**src/rtl/irq_vec_pkg.sv**
```systemverilog
package irq_vec_pkg;

    localparam int NUM_PRIO = 32;
    localparam int PRIO_W   = $clog2(NUM_PRIO);

    localparam int PRIO_RESET = 31;
    localparam int PRIO_NMI   = 30;
    localparam int PRIO_WDT   = 26;
    localparam int PRIO_RX    = 23;
    localparam int PRIO_TX    = 22;

    localparam int N_PERIPH = 7;
    localparam int PERIPH_PRIO [N_PERIPH] = '{18, 19, 21, 24, 25, 28, 29};

    // system enable / flag bit positions
    localparam int B_WDT  = 0;
    localparam int B_OF   = 1;
    localparam int B_POR  = 2;
    localparam int B_RST  = 3;
    localparam int B_NMI  = 4;
    localparam int B_ACCV = 5;

    localparam logic [7:0] SEN_MASK   = 8'h33;
    localparam logic [7:0] SFLG_MASK  = 8'h1F;
    localparam logic [7:0] SER_MASK   = 8'h0F;
    localparam logic [7:0] NMI_EN_MSK = 8'h32;
    localparam logic [7:0] SER_PUC    = 8'h0A;

    typedef struct packed {
        logic [7:0] sen;   // offset 0
        logic [7:0] ser_en;   // offset 1
        logic [7:0] sflg;  // offset 2
        logic [7:0] ser_flg;  // offset 3
    } sfr_t;

    localparam sfr_t SFR_POR = '{sen: 8'h00, ser_en: 8'h00, sflg: 8'h06, ser_flg: 8'h0A};

    typedef enum logic [1:0] {
        CLS_NONE  = 2'd0,
        CLS_RESET = 2'd1,
        CLS_NMI   = 2'd2,
        CLS_MASK  = 2'd3
    } cls_e;

endpackage

```
**src/rtl/irq_prio_enc.sv**
```systemverilog
module irq_prio_enc #(
    parameter int N  = 32,
    parameter int IW = $clog2(N)
) (
    input  logic [N-1:0]  req,
    output logic          any,
    output logic [IW-1:0] idx
);
    always_comb begin
        any = |req;
        idx = '0;
        for (int i = 0; i < N; i++) begin
            if (req[i]) idx = IW'(i);
        end
    end
endmodule

```
**src/rtl/irq_sfr_regs.sv**
```systemverilog
module irq_sfr_regs
    import irq_vec_pkg::*;
(
    input  logic       clk,
    input  logic       por_n,
    input  logic       puc,
    input  logic       pin_rst,
    input  logic       wdt_flag_rst,
    input  logic       reg_wr,
    input  logic [1:0] reg_addr,
    input  logic [7:0] reg_wdata,
    output logic [7:0] reg_rdata,
    input  logic       osc_fault,
    input  logic       nmi_evt,
    input  logic       wdt_intv_evt,
    input  logic [3:0] ser_set,
    input  logic       nmi_ack,
    output sfr_t       sfr
);
    sfr_t d, q;

    always_comb begin
        d = q;
        if (reg_wr) begin
            case (reg_addr)
                2'd0: d.sen     = reg_wdata & SEN_MASK;
                2'd1: d.ser_en  = reg_wdata & SER_MASK;
                2'd2: d.sflg    = reg_wdata & SFLG_MASK;
                2'd3: d.ser_flg = reg_wdata & SER_MASK;
            endcase
        end
        // hardware set events win over a same-cycle software write
        d.sflg[B_OF]  = d.sflg[B_OF]  | osc_fault;
        d.sflg[B_NMI] = d.sflg[B_NMI] | nmi_evt;
        d.sflg[B_WDT] = d.sflg[B_WDT] | wdt_intv_evt;
        d.ser_flg     = d.ser_flg | {4'b0000, ser_set};
        if (nmi_ack) d.sen = d.sen & ~NMI_EN_MSK;
        if (puc) begin
            d.sen          = 8'h00;
            d.ser_en       = 8'h00;
            d.ser_flg      = SER_PUC;
            d.sflg         = 8'h00;
            d.sflg[B_OF]   = 1'b1;
            d.sflg[B_POR]  = q.sflg[B_POR];
            d.sflg[B_RST]  = q.sflg[B_RST] | pin_rst;
            d.sflg[B_WDT]  = wdt_flag_rst ? 1'b1 : (pin_rst ? 1'b0 : q.sflg[B_WDT]);
        end
    end

    always_ff @(posedge clk or negedge por_n) begin
        if (!por_n) q <= SFR_POR;
        else        q <= d;
    end

    always_comb begin
        case (reg_addr)
            2'd0:    reg_rdata = q.sen;
            2'd1:    reg_rdata = q.ser_en;
            2'd2:    reg_rdata = q.sflg;
            default: reg_rdata = q.ser_flg;
        endcase
    end

    assign sfr = q;
endmodule

```
**src/rtl/irq_vector_ctrl.sv**
```systemverilog
module irq_vector_ctrl
    import irq_vec_pkg::*;
#(
    parameter int          AW        = 16,
    parameter logic [AW-1:0] SFR_END   = 16'h0200,
    parameter logic [AW-1:0] UNUSED_LO = 16'h1100,
    parameter logic [AW-1:0] UNUSED_HI = 16'h7FFF
) (
    input  logic          clk,
    input  logic          por_n,
    input  logic          pin_rst,
    input  logic          wdt_ovf,
    input  logic          key_viol,
    input  logic          fetch_valid,
    input  logic [AW-1:0] fetch_addr,
    input  logic          rv_valid,
    input  logic [AW-1:0] rv_data,
    input  logic          reg_wr,
    input  logic [1:0]    reg_addr,
    input  logic [7:0]    reg_wdata,
    output logic [7:0]    reg_rdata,
    input  logic          osc_fault,
    input  logic          nmi_evt,
    input  logic          wdt_intv_mode,
    input  logic          wdt_intv_evt,
    input  logic          acc_viol,
    input  logic [6:0]    periph_irq,
    input  logic [3:0]    ser_set,
    input  logic          gie,
    input  logic          irq_ack,
    output logic          rst_req,
    output logic          irq_req,
    output logic [AW-1:0] irq_vec,
    output logic          gie_clear,
    output logic          lpm_req
);
    localparam logic [AW-1:0] VEC_BASE  = AW'(16'hFFC0);
    localparam logic [AW-1:0] RESET_VEC = VEC_BASE + AW'(2 * PRIO_RESET);
    localparam logic [AW-1:0] BLANK     = '1;

    typedef struct packed {
        logic          rst_req;
        logic          irq;
        logic [AW-1:0] vec;
        cls_e          cls;
        logic          gie_clr;
        logic          lpm;
    } ctl_t;

    ctl_t d, q;

    logic                fetch_bad, rst_src, nmi_ack;
    logic [NUM_PRIO-1:0] req;
    logic                win_any;
    logic [PRIO_W-1:0]   win_idx;
    sfr_t                sfr;

    assign fetch_bad = fetch_valid &&
                       ((fetch_addr < SFR_END) ||
                        ((fetch_addr >= UNUSED_LO) && (fetch_addr <= UNUSED_HI)));
    assign rst_src   = pin_rst | wdt_ovf | key_viol | fetch_bad;
    assign nmi_ack   = q.irq & irq_ack & (q.cls == CLS_NMI) & ~rst_src;

    irq_sfr_regs u_sfr (
        .clk          (clk),
        .por_n        (por_n),
        .puc          (rst_src),
        .pin_rst      (pin_rst),
        .wdt_flag_rst (wdt_ovf | key_viol),
        .reg_wr       (reg_wr),
        .reg_addr     (reg_addr),
        .reg_wdata    (reg_wdata),
        .reg_rdata    (reg_rdata),
        .osc_fault    (osc_fault),
        .nmi_evt      (nmi_evt),
        .wdt_intv_evt (wdt_intv_evt),
        .ser_set      (ser_set),
        .nmi_ack      (nmi_ack),
        .sfr          (sfr)
    );

    // request map: one bit per priority level
    always_comb begin
        req = '0;
        req[PRIO_NMI] = (sfr.sflg[B_OF]  & sfr.sen[B_OF])  |
                        (sfr.sflg[B_NMI] & sfr.sen[B_NMI]) |
                        (acc_viol        & sfr.sen[B_ACCV]);
        for (int i = 0; i < N_PERIPH; i++) begin
            req[PERIPH_PRIO[i]] = periph_irq[i] & gie;
        end
        req[PRIO_WDT] = sfr.sflg[B_WDT] & sfr.sen[B_WDT] & wdt_intv_mode & gie;
        req[PRIO_RX]  = ((sfr.ser_flg[0] & sfr.ser_en[0]) |
                         (sfr.ser_flg[2] & sfr.ser_en[2])) & gie;
        req[PRIO_TX]  = ((sfr.ser_flg[1] & sfr.ser_en[1]) |
                         (sfr.ser_flg[3] & sfr.ser_en[3])) & gie;
    end

    irq_prio_enc #(.N(NUM_PRIO), .IW(PRIO_W)) u_enc (
        .req (req),
        .any (win_any),
        .idx (win_idx)
    );

    always_comb begin
        d         = q;
        d.rst_req = 1'b0;
        d.gie_clr = 1'b0;
        if (rst_src) begin
            d.rst_req = 1'b1;
            d.irq     = 1'b0;
            d.vec     = RESET_VEC;
            d.cls     = CLS_RESET;
            d.lpm     = 1'b0;
        end else begin
            if (q.irq) begin
                if (irq_ack) begin
                    d.irq     = 1'b0;
                    d.gie_clr = 1'b1;
                end
            end else if (win_any) begin
                d.irq = 1'b1;
                d.vec = VEC_BASE + AW'({win_idx, 1'b0});
                d.cls = (int'(win_idx) == PRIO_NMI) ? CLS_NMI : CLS_MASK;
            end
            if (rv_valid) d.lpm = (rv_data == BLANK);
        end
    end

    always_ff @(posedge clk or negedge por_n) begin
        if (!por_n) begin
            q <= '{rst_req: 1'b0, irq: 1'b0, vec: RESET_VEC, cls: CLS_NONE,
                   gie_clr: 1'b0, lpm: 1'b0};
        end else begin
            q <= d;
        end
    end

    assign rst_req   = q.rst_req;
    assign irq_req   = q.irq;
    assign irq_vec   = q.vec;
    assign gie_clear = q.gie_clr;
    assign lpm_req   = q.lpm;
endmodule

```
**config.mk**
```make
export PLATFORM = sky130hd
export DESIGN_NAME = irq_vector_ctrl
export DESIGN_NICKNAME = d
export VERILOG_FILES = /design/src/rtl/irq_vec_pkg.sv /design/src/rtl/irq_prio_enc.sv /design/src/rtl/irq_sfr_regs.sv /design/src/rtl/irq_vector_ctrl.sv
export SDC_FILE = /design/constraint.sdc
export NUM_CORES = 1
export LEC_CHECK = 0
export ABC_AREA = 1
export ABC_CLOCK_PERIOD_IN_PS = 2700
export BUFFER_PORTS_ARGS = -buffer_cell sky130_fd_sc_hd__buf_2
export CORE_ASPECT_RATIO = 0.9
export CORE_MARGIN = 1
export CORE_UTILIZATION = 49
export CTS_CLUSTER_SIZE = 40
export DETAILED_ROUTE_END_ITERATION = 12
export GPL_TIMING_DRIVEN = 0
export PLACE_DENSITY = 0.81
export SLEW_MARGIN = 20
export SYNTH_ARGS = -nofsm -noshare
export SYNTH_HDL_FRONTEND = slang
export SYNTH_SLANG_ARGS = --single-unit
```
**constraint.sdc**
```tcl
create_clock -name clk -period 2.7 [get_ports clk]
set_clock_uncertainty 0.15 [all_clocks]
set_input_delay 0 -clock clk [delete_from_list [all_inputs] [get_ports clk]]
set_output_delay 0 -clock clk [all_outputs]
set_load 0.1 [all_outputs]
```
==> results of run 1 <==
-- critical path: stages --
cell	delay (ps)
dlygate4sd3_1	520
buf_2	180
inv_1	110
nor2_1	240
nand2_1	100
dlygate4sd3_1	570
a21oi_1	120
dlygate4sd3_1	580
-- stage by stage --
step | utilization, % | setup WS (ps) | hold slack (ps)
floorplan | - | 70.9 | -446
global placement | 63.7 | 1180 | -90.9
detailed placement | 63.7 | 1150 | -88.4
CTS | 74.3 | 454 | 61.0
global route | 74.3 | 235 | 97.3
finish | 74.3 | 353 | 63.5
-- power breakdown --
part / switching (mW) / internal (mW)
sequential: 0.00587 / 0.451
clock: 0.178 / 0.177
combinational: 0.186 / 0.0979
-- what timing repair did --
action,CTS,global route
hold endpoints to repair,50,0
resized for setup,0,0
hold buffers,31,0
-- layer usage --
metal	vias up	GRT usage (%)	part of all wire, %
met5	-	0	0
met1	972	33.7	42
met4	0	13.7	1.7
met3	12	5.93	4.5
li1	1061	-	-
met2	65	48.7	52
-- cell type report --
class                   instances  area, sq um  area share (%)
multi-input cells             179          881            31.8
flip-flops and latches         29          738            26.6
repair buffers                112          716            25.8
plain buffers                  23          179            6.45
inverters                      31          116            4.19
clock buffers                   5         68.8            2.48
well taps                      46         57.6            2.07
clock inverters                 3         17.5           0.631
-- flip-flops by register name (all words and copies together) (netlist names) --
register   cells
u_sfr.sfr     17
q              2
rst_req        1
irq_req        1
irq_vec        6
gie_clear      1
lpm_req        1
-- worst max-delay path by stage --
stage,cells past startpoint,to
2_1_floorplan,2,reg_rdata[4]
3_3_place_gp,7,irq_vec[14]
3_5_place_dp,7,irq_vec[14]
4_1_cts,8,u_sfr.sfr[0]
5_1_grt,8,u_sfr.sfr[0]
6_report,8,u_sfr.sfr[0]
-- cells by family (layout without fill, tap and decap cells) --
logic type	after synthesis	in the layout	share of synthesized area, %
other	1	3	0.197
flip-flops	29	29	38.7
buffers and inverters	54	174	15.5
AO/OA/AOI/OAI	35	35	11.2
AND/OR/NAND/NOR	141	141	34.4
-- layout by cell type, fill, tap and decap left out, types with 3 or more instances in the layout --
cell type and n:
a21oi_1 12, buf_2 83, buf_4 18, buf_6 3, clkbuf_8 5, conb_1 3, dfrtp_1 19, dfstp_2 10
dlygate4sd3_1 31, inv_1 30, nand2_1 68, nand2_2 8, nand3_1 24, nand4_1 7, nor2_1 21, o211ai_1 3
o21ai_0 8, o21ai_1 5
==> results by group, run 1 <==
STA
  – Setup violations, final: 0
  – Endpoints failing hold: 0
  – Fin crit share: 86.9%
  – Shortest period the worst path allows: 2350 ps
  – Max-slew violations: 0
  – Fmax: 426 MHz
  – RSZ-0062 raised after global routing: false
  – Worst-margin pin slew: 632 ps
  – Slew margin rel.: 57.9%
  – Setup TNS Final: 0 ps

Yosys
  – Count leader, synth: nand2_1
  – Ys flop type: dfrtp_1
  – Seq/Total Area, Yosys: 38.7%
  – Yosys warning total: 0
  – Syn_area_per_cell: 7.33 sq um
  – Asr flop ratio synth: 100%
  – EDFF count, synth: 0
  – Synth cell types: 31
  – #FFs+latches synth: 29
  – Mapped Area: 1910 sq um
  – Leading area contributor after synthesis: dfrtp_1
  – Post-synth top area share: 24.9%
  – Syn Inst Count: 260
  – Largest cells by area after synthesis: dfrtp_1 (25%), dfstp_2 (14%), nand2_1 (13%), buf_4 (7.1%), nand3_1 (6.3%)
  – Post-synth top cells: nand2_1 (68), inv_1 (30), nand3_1 (24)

Clock tree
  – TritonCTS Buffers: 5
  – Reg clk slew, reported paths: 70 ps
  – Clock sinks: 29
  – Post CTS Setup Buffer Count: 0
  – Worst-Skew Late Latency: 290 ps
  – H-tree lvl count: 2
  – Clk root buf: clkbuf_8
  – TritonCTS clock tree: yes
  – Max clock buf depth: 2

Die
  – Die height: 61.2 um
  – FP Rows: 21
  – Core area: 3730 sq um
  – Initial Utilization: 51.1%
  – Die area: 4150 sq um
  – Die X-Extent: 67.8 um
  – Top Ports: 96

Global route
  – Grt ovf: 0
  – Initial antenna violation count: 0
  – GRT Resource Usage Total: 28.2%
  – Vias in the first global route: 2091
  – First-pass GRT wire length: 8.58 mm
  – Pin count of the biggest net entering global routing: 30

Detailed routing
  – Routed Wire Length: 5.26 mm
  – DR iter-0 viols: 118
  – Vias: 2110
  – TritonRoute pass-1 iters: 4
  – Avg WL per Cell: 12.3 um
  – Post-DR vias/cell: 4.93
  – Routed Antenna Nets: 0
  – Residual DRC: 0

Flow run
  – # Max-Cap Violations: 0

Worst setup path
  – Reg2reg path depth: 10
  – Worst reg-to-reg setup slack: 740 ps
  – Worst r2r dst: irq_vec[1]
  – Crit path launch: reg_wr
  – R2r startpoint: u_sfr.sfr[3]
  – Worst setup SP type: input port
  – Crit Path Max Fanout: 8
  – CP Data Required Time: 2770 ps
  – CP Capture Type: flip-flop
  – CP Class: input port to flip-flop
  – Worst path arrival time: 2410 ps

Finish
  – Design Area, Final: 2770 sq um
  – Fin cells: 428
  – Layout cells sized above 1: 36.9%
  – FILL cells: 285
  – Syn-to-layout area delta: 45.5%
  – Nets: 449
  – Inserted Diodes: 0

Place
  – Inst Count DP: 389
  – IO buf count: 81
  – GP Congestion: 0.858
  – DP Area: 2380 sq um
  – Post-DP HPWL: 3.68 mm

Power
  – Lkg Pwr: 1.35 nW
  – Maximum VDD drop: 0.358 mV
  – Final Power: 1.10 mW
  – PwrDens: 395 nW/um^2

Worst hold path
  – Hold Path Class: input port to flip-flop
  – Hold worst-path end: irq_vec[2]
  – Hold depth: 8
  – HP Start: periph_irq[3]

Status
  – Status: finished clean
(Power assumes the default switching activity.)
==> run 2: changes to the inputs <==
RECOVER_POWER = 50   (was unset)
==> run 2 against run 1 <==
Combinational power is essentially flat; final cell count is the same; non-clock buffer count is the same; the flow now finishes with violations (capacitance limit, slew limit); clock power is essentially flat; global-route usage is the same; die area is the same; count of clock-buffer cells in the layout is the same; total power shrank 0.20%; register-to-register slack lost 30 ps; largest cell class unchanged; setup slack lost 2.8 ps; critical path depth is the same; hold slack gained 1.9 ps.
==> results by group, run 2 (synthesis results as in run 1) <==
Status
  – Failing checks: capacitance limit, slew limit
  – Status: finished, violations left (was finished clean)

Detailed routing
  – Post-DR vias/cell: 4.95 (was 4.93)
  – Residual DRC: 0 (unchanged)
  – DR iter-0 viols: 123 (was 118)
  – Vias: 2119 (was 2110)
  – TritonRoute pass-1 iters: 4 (unchanged)
  – Avg WL per Cell: 12.3 um (about the same)
  – Routed Wire Length: 5.27 mm (was 5.26 mm)
  – Routed Antenna Nets: 0 (unchanged)

Place
  – GP Congestion: 0.858 (unchanged)
  – IO buf count: 81 (unchanged)
  – Dpl ws: 1150 ps (unchanged)
  – Post-DP HPWL: 3.68 mm (unchanged)
  – DP Area: 2380 sq um (unchanged)
  – Inst Count DP: 389 (unchanged)

Finish
  – Inserted Diodes: 0 (unchanged)
  – Commonest non-fill, non-tap cells in the layout: buf_2 (74), nand2_1 (68), dlygate4sd3_1 (31), inv_1 (30), nand3_1 (24) (was buf_2 (83), nand2_1 (68), dlygate4sd3_1 (31), inv_1 (30), nand3_1 (24))
  – Fin cells: 428 (unchanged)
  – Layout cells sized above 1: 34.3% (was 36.9%)
  – Most common cell after layout, fill and taps aside: buf_2 (unchanged)
  – Max FFs per register: 17 (unchanged)
  – Syn-to-layout area delta: 44.9% (was 45.5%)
  – Nets: 449 (unchanged)
  – Design Area, Final: 2760 sq um (was 2770 sq um)

STA
  – Max-slew violations: 30 (was 0)
  – Final worst slack: 350 ps (was 353 ps)
  – Fin crit share: 87.0% (was 86.9%)
  – Fmax: 426 MHz (about the same)
  – Slew margin rel.: -1.36% (was 57.9%)
  – Worst-margin pin slew: 1520 ps (was 632 ps)
  – RSZ-0062 raised after global routing: false (unchanged)
  – Endpoints failing hold: 0 (unchanged)
  – Setup violations, final: 0 (unchanged)
  – Shortest period the worst path allows: 2350 ps (about the same)
  – Setup TNS Final: 0 ps (unchanged)

Global route
  – Vias in the first global route: 2091 (unchanged)
  – GRT Resource Usage Total: 28.2% (unchanged)
  – Pin count of the biggest net entering global routing: 30 (unchanged)
  – First-pass GRT wire length: 8.58 mm (unchanged)
  – Grt ovf: 0 (unchanged)
  – Initial antenna violation count: 0 (unchanged)

Worst hold path
  – Hold Path Class: input port to flip-flop (unchanged)
  – Hold worst-path end: irq_vec[2] (unchanged)
  – Hold depth: 8 (unchanged)
  – HP Start: periph_irq[3] (unchanged)

Worst setup path
  – CP Capture Type: flip-flop (unchanged)
  – Reg2reg path depth: 10 (unchanged)
  – CP Data Required Time: 2770 ps (about the same)
  – CP Class: input port to flip-flop (unchanged)
  – Crit Path Max Fanout: 8 (unchanged)
  – Worst setup SP type: input port (unchanged)
  – Worst reg-to-reg setup slack: 710 ps (was 740 ps)
  – R2r startpoint: u_sfr.sfr[3] (unchanged)
  – Worst path arrival time: 2420 ps (was 2410 ps)
  – Worst r2r dst: irq_vec[1] (unchanged)

Clock tree
  – H-tree lvl count: 2 (unchanged)
  – TritonCTS Buffers: 5 (unchanged)
  – TritonCTS clock tree: yes (unchanged)
  – Clk root buf: clkbuf_8 (unchanged)
  – Reg clk slew, reported paths: 60 ps (was 70 ps)
  – Clock sinks: 29 (unchanged)
  – Max clock buf depth: 2 (unchanged)
  – Worst-Skew Late Latency: 290 ps (about the same)

Die
  – FP Rows: 21 (unchanged)
  – Die height: 61.2 um (unchanged)
  – Initial Utilization: 51.1% (unchanged)
  – Core area: 3730 sq um (unchanged)
  – Die X-Extent: 67.8 um (unchanged)
  – Top Ports: 96 (unchanged)
  – Die area: 4150 sq um (unchanged)

Flow run
  – # Max-Cap Violations: 1 (was 0)

Power
  – Final Power: 1.09 mW (was 1.10 mW)
  – Lkg Pwr: 1.33 nW (was 1.35 nW)
  – Maximum VDD drop: 0.359 mV (was 0.358 mV)
  – PwrDens: 396 nW/um^2 (was 395 nW/um^2)
==> run 2: layer usage <==
layer  up-vias  routed length, um  track usage (%)
met1       978               2230             33.7
met5         -                  0                0
met4         0                 89             13.7
met2        68               2710             48.7
li1       1061                  -                -
met3        12                243             5.93
==> run 2: critical path, cell delays in order <==
cell and delay [ps]:
dlygate4sd3_1 520, buf_2 180, inv_1 110, nor2_1 230, nand2_1 100, dlygate4sd3_1 570, a21oi_1 120, dlygate4sd3_1 580
==> run 2: through the flow <==
step	utilization (%)	hold slack [ps]
after floorplan	-	-446
after global placement	63.7	-90.9
after detailed placement	63.7	-88.4
after CTS	74.3	61.0
after global routing	74.0	97.3
final	74.0	65.3
==> run 2: repair_timing <==
item / CTS / global route
hold buffers: 31 / 0
buffers inserted: 0 / 0
hold endpoints to repair: 50 / 0
gates resized for setup: 0 / 0
setup endpoints to repair: 0 / 0
==> run 2: how the worst max path moves through the flow <==
stage	slack [ps]	from	to	depth (start not counted)
floorplan	70	u_sfr.sfr[28]	reg_rdata[4]	2
global placement	1180	u_sfr.sfr[17]	irq_vec[14]	7
detailed placement	1150	u_sfr.sfr[17]	irq_vec[14]	7
CTS	450	reg_wr	u_sfr.sfr[0]	8
global route	230	reg_wr	u_sfr.sfr[0]	8
finish	350	reg_wr	u_sfr.sfr[0]	8
==> run 2: cell type report <==
| class | count | area (sq um) |
|---|---|---|
| fill | 289 | 968 |
| multi-input combinational | 179 | 881 |
| sequential | 29 | 738 |
| timing repair buffer | 112 | 706 |
| buffer | 23 | 178 |
| inverter | 31 | 116 |
| clock buffer | 5 | 68.8 |
| tap | 46 | 57.6 |
| clock inverter | 3 | 17.5 |
==> run 2: power by group <==
group,switching [mW],leakage [nW],internal [mW]
registers,0.00588,0.349,0.451
logic,0.186,0.932,0.0968
clock network,0.177,0.0439,0.177
total,0.369,1.33,0.725
==> run 3: changes to the inputs <==
CORE_UTILIZATION = 54   (was 49)
PLACE_DENSITY = 0.83   (was 0.81)
SYNTH_HIERARCHICAL = 1   (was unset)
==> run 3 against run 2 <==
The flow finishes with violations (hold timing, capacitance limit, slew limit); fmax fell by 11%; combinational power rose by 21%; setup slack got worse by 280 ps; wire length rose by 23%; final area rose by 29%; first-iteration DRC count rose by 37%; synthesized cell count rose by 41%; register-to-register slack got worse by 400 ps; count of clock-buffer cells in the layout rose by 1; critical path type unchanged; highest routed layer unchanged.
==> results by group, run 3 <==
Place
  – Inst Count DP: 548 (was 389)
  – GP Congestion: 0.901 (was 0.858)
  – IO buf count: 79 (was 81)
  – Post-DP HPWL: 4.23 mm (was 3.68 mm)
  – DP Area: 3030 sq um (was 2380 sq um)

Status
  – Failing checks: hold timing, capacitance limit, slew limit (was capacitance limit, slew limit)
  – Status: finished, violations left (unchanged)

Detailed routing
  – Vias: 2769 (was 2119)
  – Residual DRC: 0 (unchanged)
  – Routed Wire Length: 6.49 mm (was 5.27 mm)
  – DR iter-0 viols: 168 (was 123)
  – Post-DR vias/cell: 4.61 (was 4.95)
  – Routed Antenna Nets: 0 (unchanged)
  – TritonRoute pass-1 iters: 5 (was 4)
  – Avg WL per Cell: 10.8 um (was 12.3 um)

Die
  – Top Ports: 96 (unchanged)
  – Die area: 4720 sq um (was 4150 sq um)
  – Core area: 4160 sq um (was 3730 sq um)
  – Die height: 65.3 um (was 61.2 um)
  – FP Rows: 22 (was 21)
  – Die X-Extent: 72.3 um (was 67.8 um)
  – Initial Utilization: 57.8% (was 51.1%)

STA
  – Max-slew violations: 30 (unchanged)
  – Fin crit share: 97.3% (was 87.0%)
  – Shortest period the worst path allows: 2630 ps (was 2350 ps)
  – Setup violations, final: 0 (unchanged)
  – Endpoints failing hold: 2 (was 0)
  – Hold slack final: -10.8 ps (was 65.3 ps)
  – Setup TNS Final: 0 ps (unchanged)
  – Worst-margin pin slew: 1550 ps (was 1520 ps)
  – RSZ-0062 raised after global routing: false (unchanged)
  – Fmax: 381 MHz (was 426 MHz)
  – Slew margin rel.: -3.31% (was -1.36%)

Power
  – PwrDens: 323 nW/um^2 (was 396 nW/um^2)
  – Lkg Pwr: 1.93 nW (was 1.33 nW)
  – Final Power: 1.15 mW (was 1.09 mW)
  – Maximum VDD drop: 0.327 mV (was 0.359 mV)

Worst setup path
  – CP bufs+invs: 6 (was 5)
  – Crit Path Max Fanout: 10 (was 8)
  – CP Data Required Time: 2730 ps (was 2770 ps)
  – Worst path arrival time: 2650 ps (was 2420 ps)
  – Cell at the slowest stage of the critical path: dlygate4sd3_1 (unchanged)
  – CP Capture Type: flip-flop (unchanged)
  – CP Cell Sequence: dlygate4sd3_1 -> buf_2 -> nor2_1 -> dlygate4sd3_1 -> nand2_4 -> nand2_4 -> buf_6 -> inv_1 -> a21boi_0 -> nand3_1 -> dlygate4sd3_1 (was dlygate4sd3_1 -> buf_2 -> inv_1 -> nor2_1 -> nand2_1 -> dlygate4sd3_1 -> a21oi_1 -> dlygate4sd3_1)
  – CP Class: input port to flip-flop (unchanged)
  – Slowest cell delay on critical path: 610 ps (was 580 ps)
  – Crit-path leading delay family: buffers and inverters (unchanged)
  – Critical Path Most Common Cell: dlygate4sd3_1 (unchanged)
  – Worst setup SP type: input port (unchanged)

Global route
  – Initial antenna violation count: 0 (unchanged)
  – GRT Resource Usage Total: 29.9% (was 28.2%)
  – Pin count of the biggest net entering global routing: 30 (unchanged)
  – First-pass GRT wire length: 10.6 mm (was 8.58 mm)
  – Vias in the first global route: 2465 (was 2091)
  – Grt ovf: 0 (unchanged)

Yosys
  – Syn Inst Count: 367 (was 260)
  – Mapped Area: 2400 sq um (was 1910 sq um)
  – Syn_area_per_cell: 6.54 sq um (was 7.33 sq um)
  – Yosys warning total: 6 (was 0)

Clock tree
  – TritonCTS Buffers: 5 (unchanged)
  – H-tree lvl count: 2 (unchanged)
  – Max clock buf depth: 2 (unchanged)
  – Worst-Skew Late Latency: 290 ps (about the same)
  – Reg clk slew, reported paths: 60 ps (about the same)
  – TritonCTS clock tree: yes (unchanged)
  – Clk root buf: clkbuf_8 (unchanged)
  – Clock sinks: 29 (unchanged)

Finish
  – Commonest non-fill, non-tap cells in the layout: nand2_1 (126), buf_2 (66), inv_1 (51), conb_1 (44), nor2_1 (43) (was buf_2 (74), nand2_1 (68), dlygate4sd3_1 (31), inv_1 (30), nand3_1 (24))
  – Max FFs per register: 17 (unchanged)
  – Inserted Diodes: 0 (unchanged)
  – Fin cells: 601 (was 428)
  – Syn-to-layout area delta: 48.0% (was 44.9%)
  – Most common cell after layout, fill and taps aside: nand2_1 (was buf_2)
  – Nets: 608 (was 449)
  – Layout cells sized above 1: 26.2% (was 34.3%)
  – Design Area, Final: 3550 sq um (was 2760 sq um)

Flow run
  – # Max-Cap Violations: 1 (unchanged)

Worst hold path
  – Hold Path Class: input port to flip-flop (unchanged)
-- run 3: report_power, final --
group          switching [mW]  total (mW)  internal [mW]
Sequential            0.00697       0.454          0.447
Clock                   0.173       0.351          0.178
Combinational           0.215       0.342          0.127
Total                   0.395        1.15          0.752
-- run 3: layout make-up --
cell class              instances  area, sq um
well taps                      60         75.1
multi-input cells             297         1400
repair buffers                124          822
inverters                      59          243
clock buffers                   6         72.6
fillers                       283          603
flip-flops and latches         29          738
plain buffers                  24          191
clock inverters                 2         10.0
-- run 3: worst register-to-register path, cell delays in order, from the launching register on --
cell and delay (ps):
dfrtp_1 410, nand2_1 110, a21oi_1 100, nor2_1 160, nand2_1 110, nor2_1 90, nand2_1 70, nor2_1 130
nand3_2 120, inv_2 80, nor2_4 50, nor2_1 90, nand3_1 80, dlygate4sd3_1 570
-- run 3: metrics by stage --
stage	setup slack, ps	utilization [%]
2_1_floorplan	68.3	-
3_3_place_gp	638	72.9
3_5_place_dp	570	72.9
4_1_cts	48.8	85.2
5_1_grt	2.83	85.5
6_report	72.7	85.5
-- run 3: final timing paths --
path	start	end	slack, ps	depth (start not counted)
setup reg to reg	u_sfr/sfr[2]	irq_vec[14]	310	13
hold / removal	fetch_addr[14]	irq_vec[4]	-10	5
setup / recovery	fetch_addr[15]	u_sfr/sfr[8]	70	11
hold reg to reg	u_sfr/sfr[11]	u_sfr/sfr[11]	340	2
min in group asynchronous	por_n	gie_clear	490	2
max in group asynchronous	por_n	u_sfr/sfr[2]	1000	2
-- run 3: routing by layer --
layer	vias to the layer above	track usage (%)	wire [um]
li1	1405	-	-
met1	1186	34.0	2620
met2	149	52.9	3060
met3	29	8.28	592
met4	0	12.3	218
met5	-	0	0
-- run 3: repair_timing --
action                     in CTS  in global routing
hold buffers                   43                  0
hold endpoints to repair       58                  0
gates resized for setup         0                  6
setup endpoints to repair       0                  2
setup buffers                   0                  3
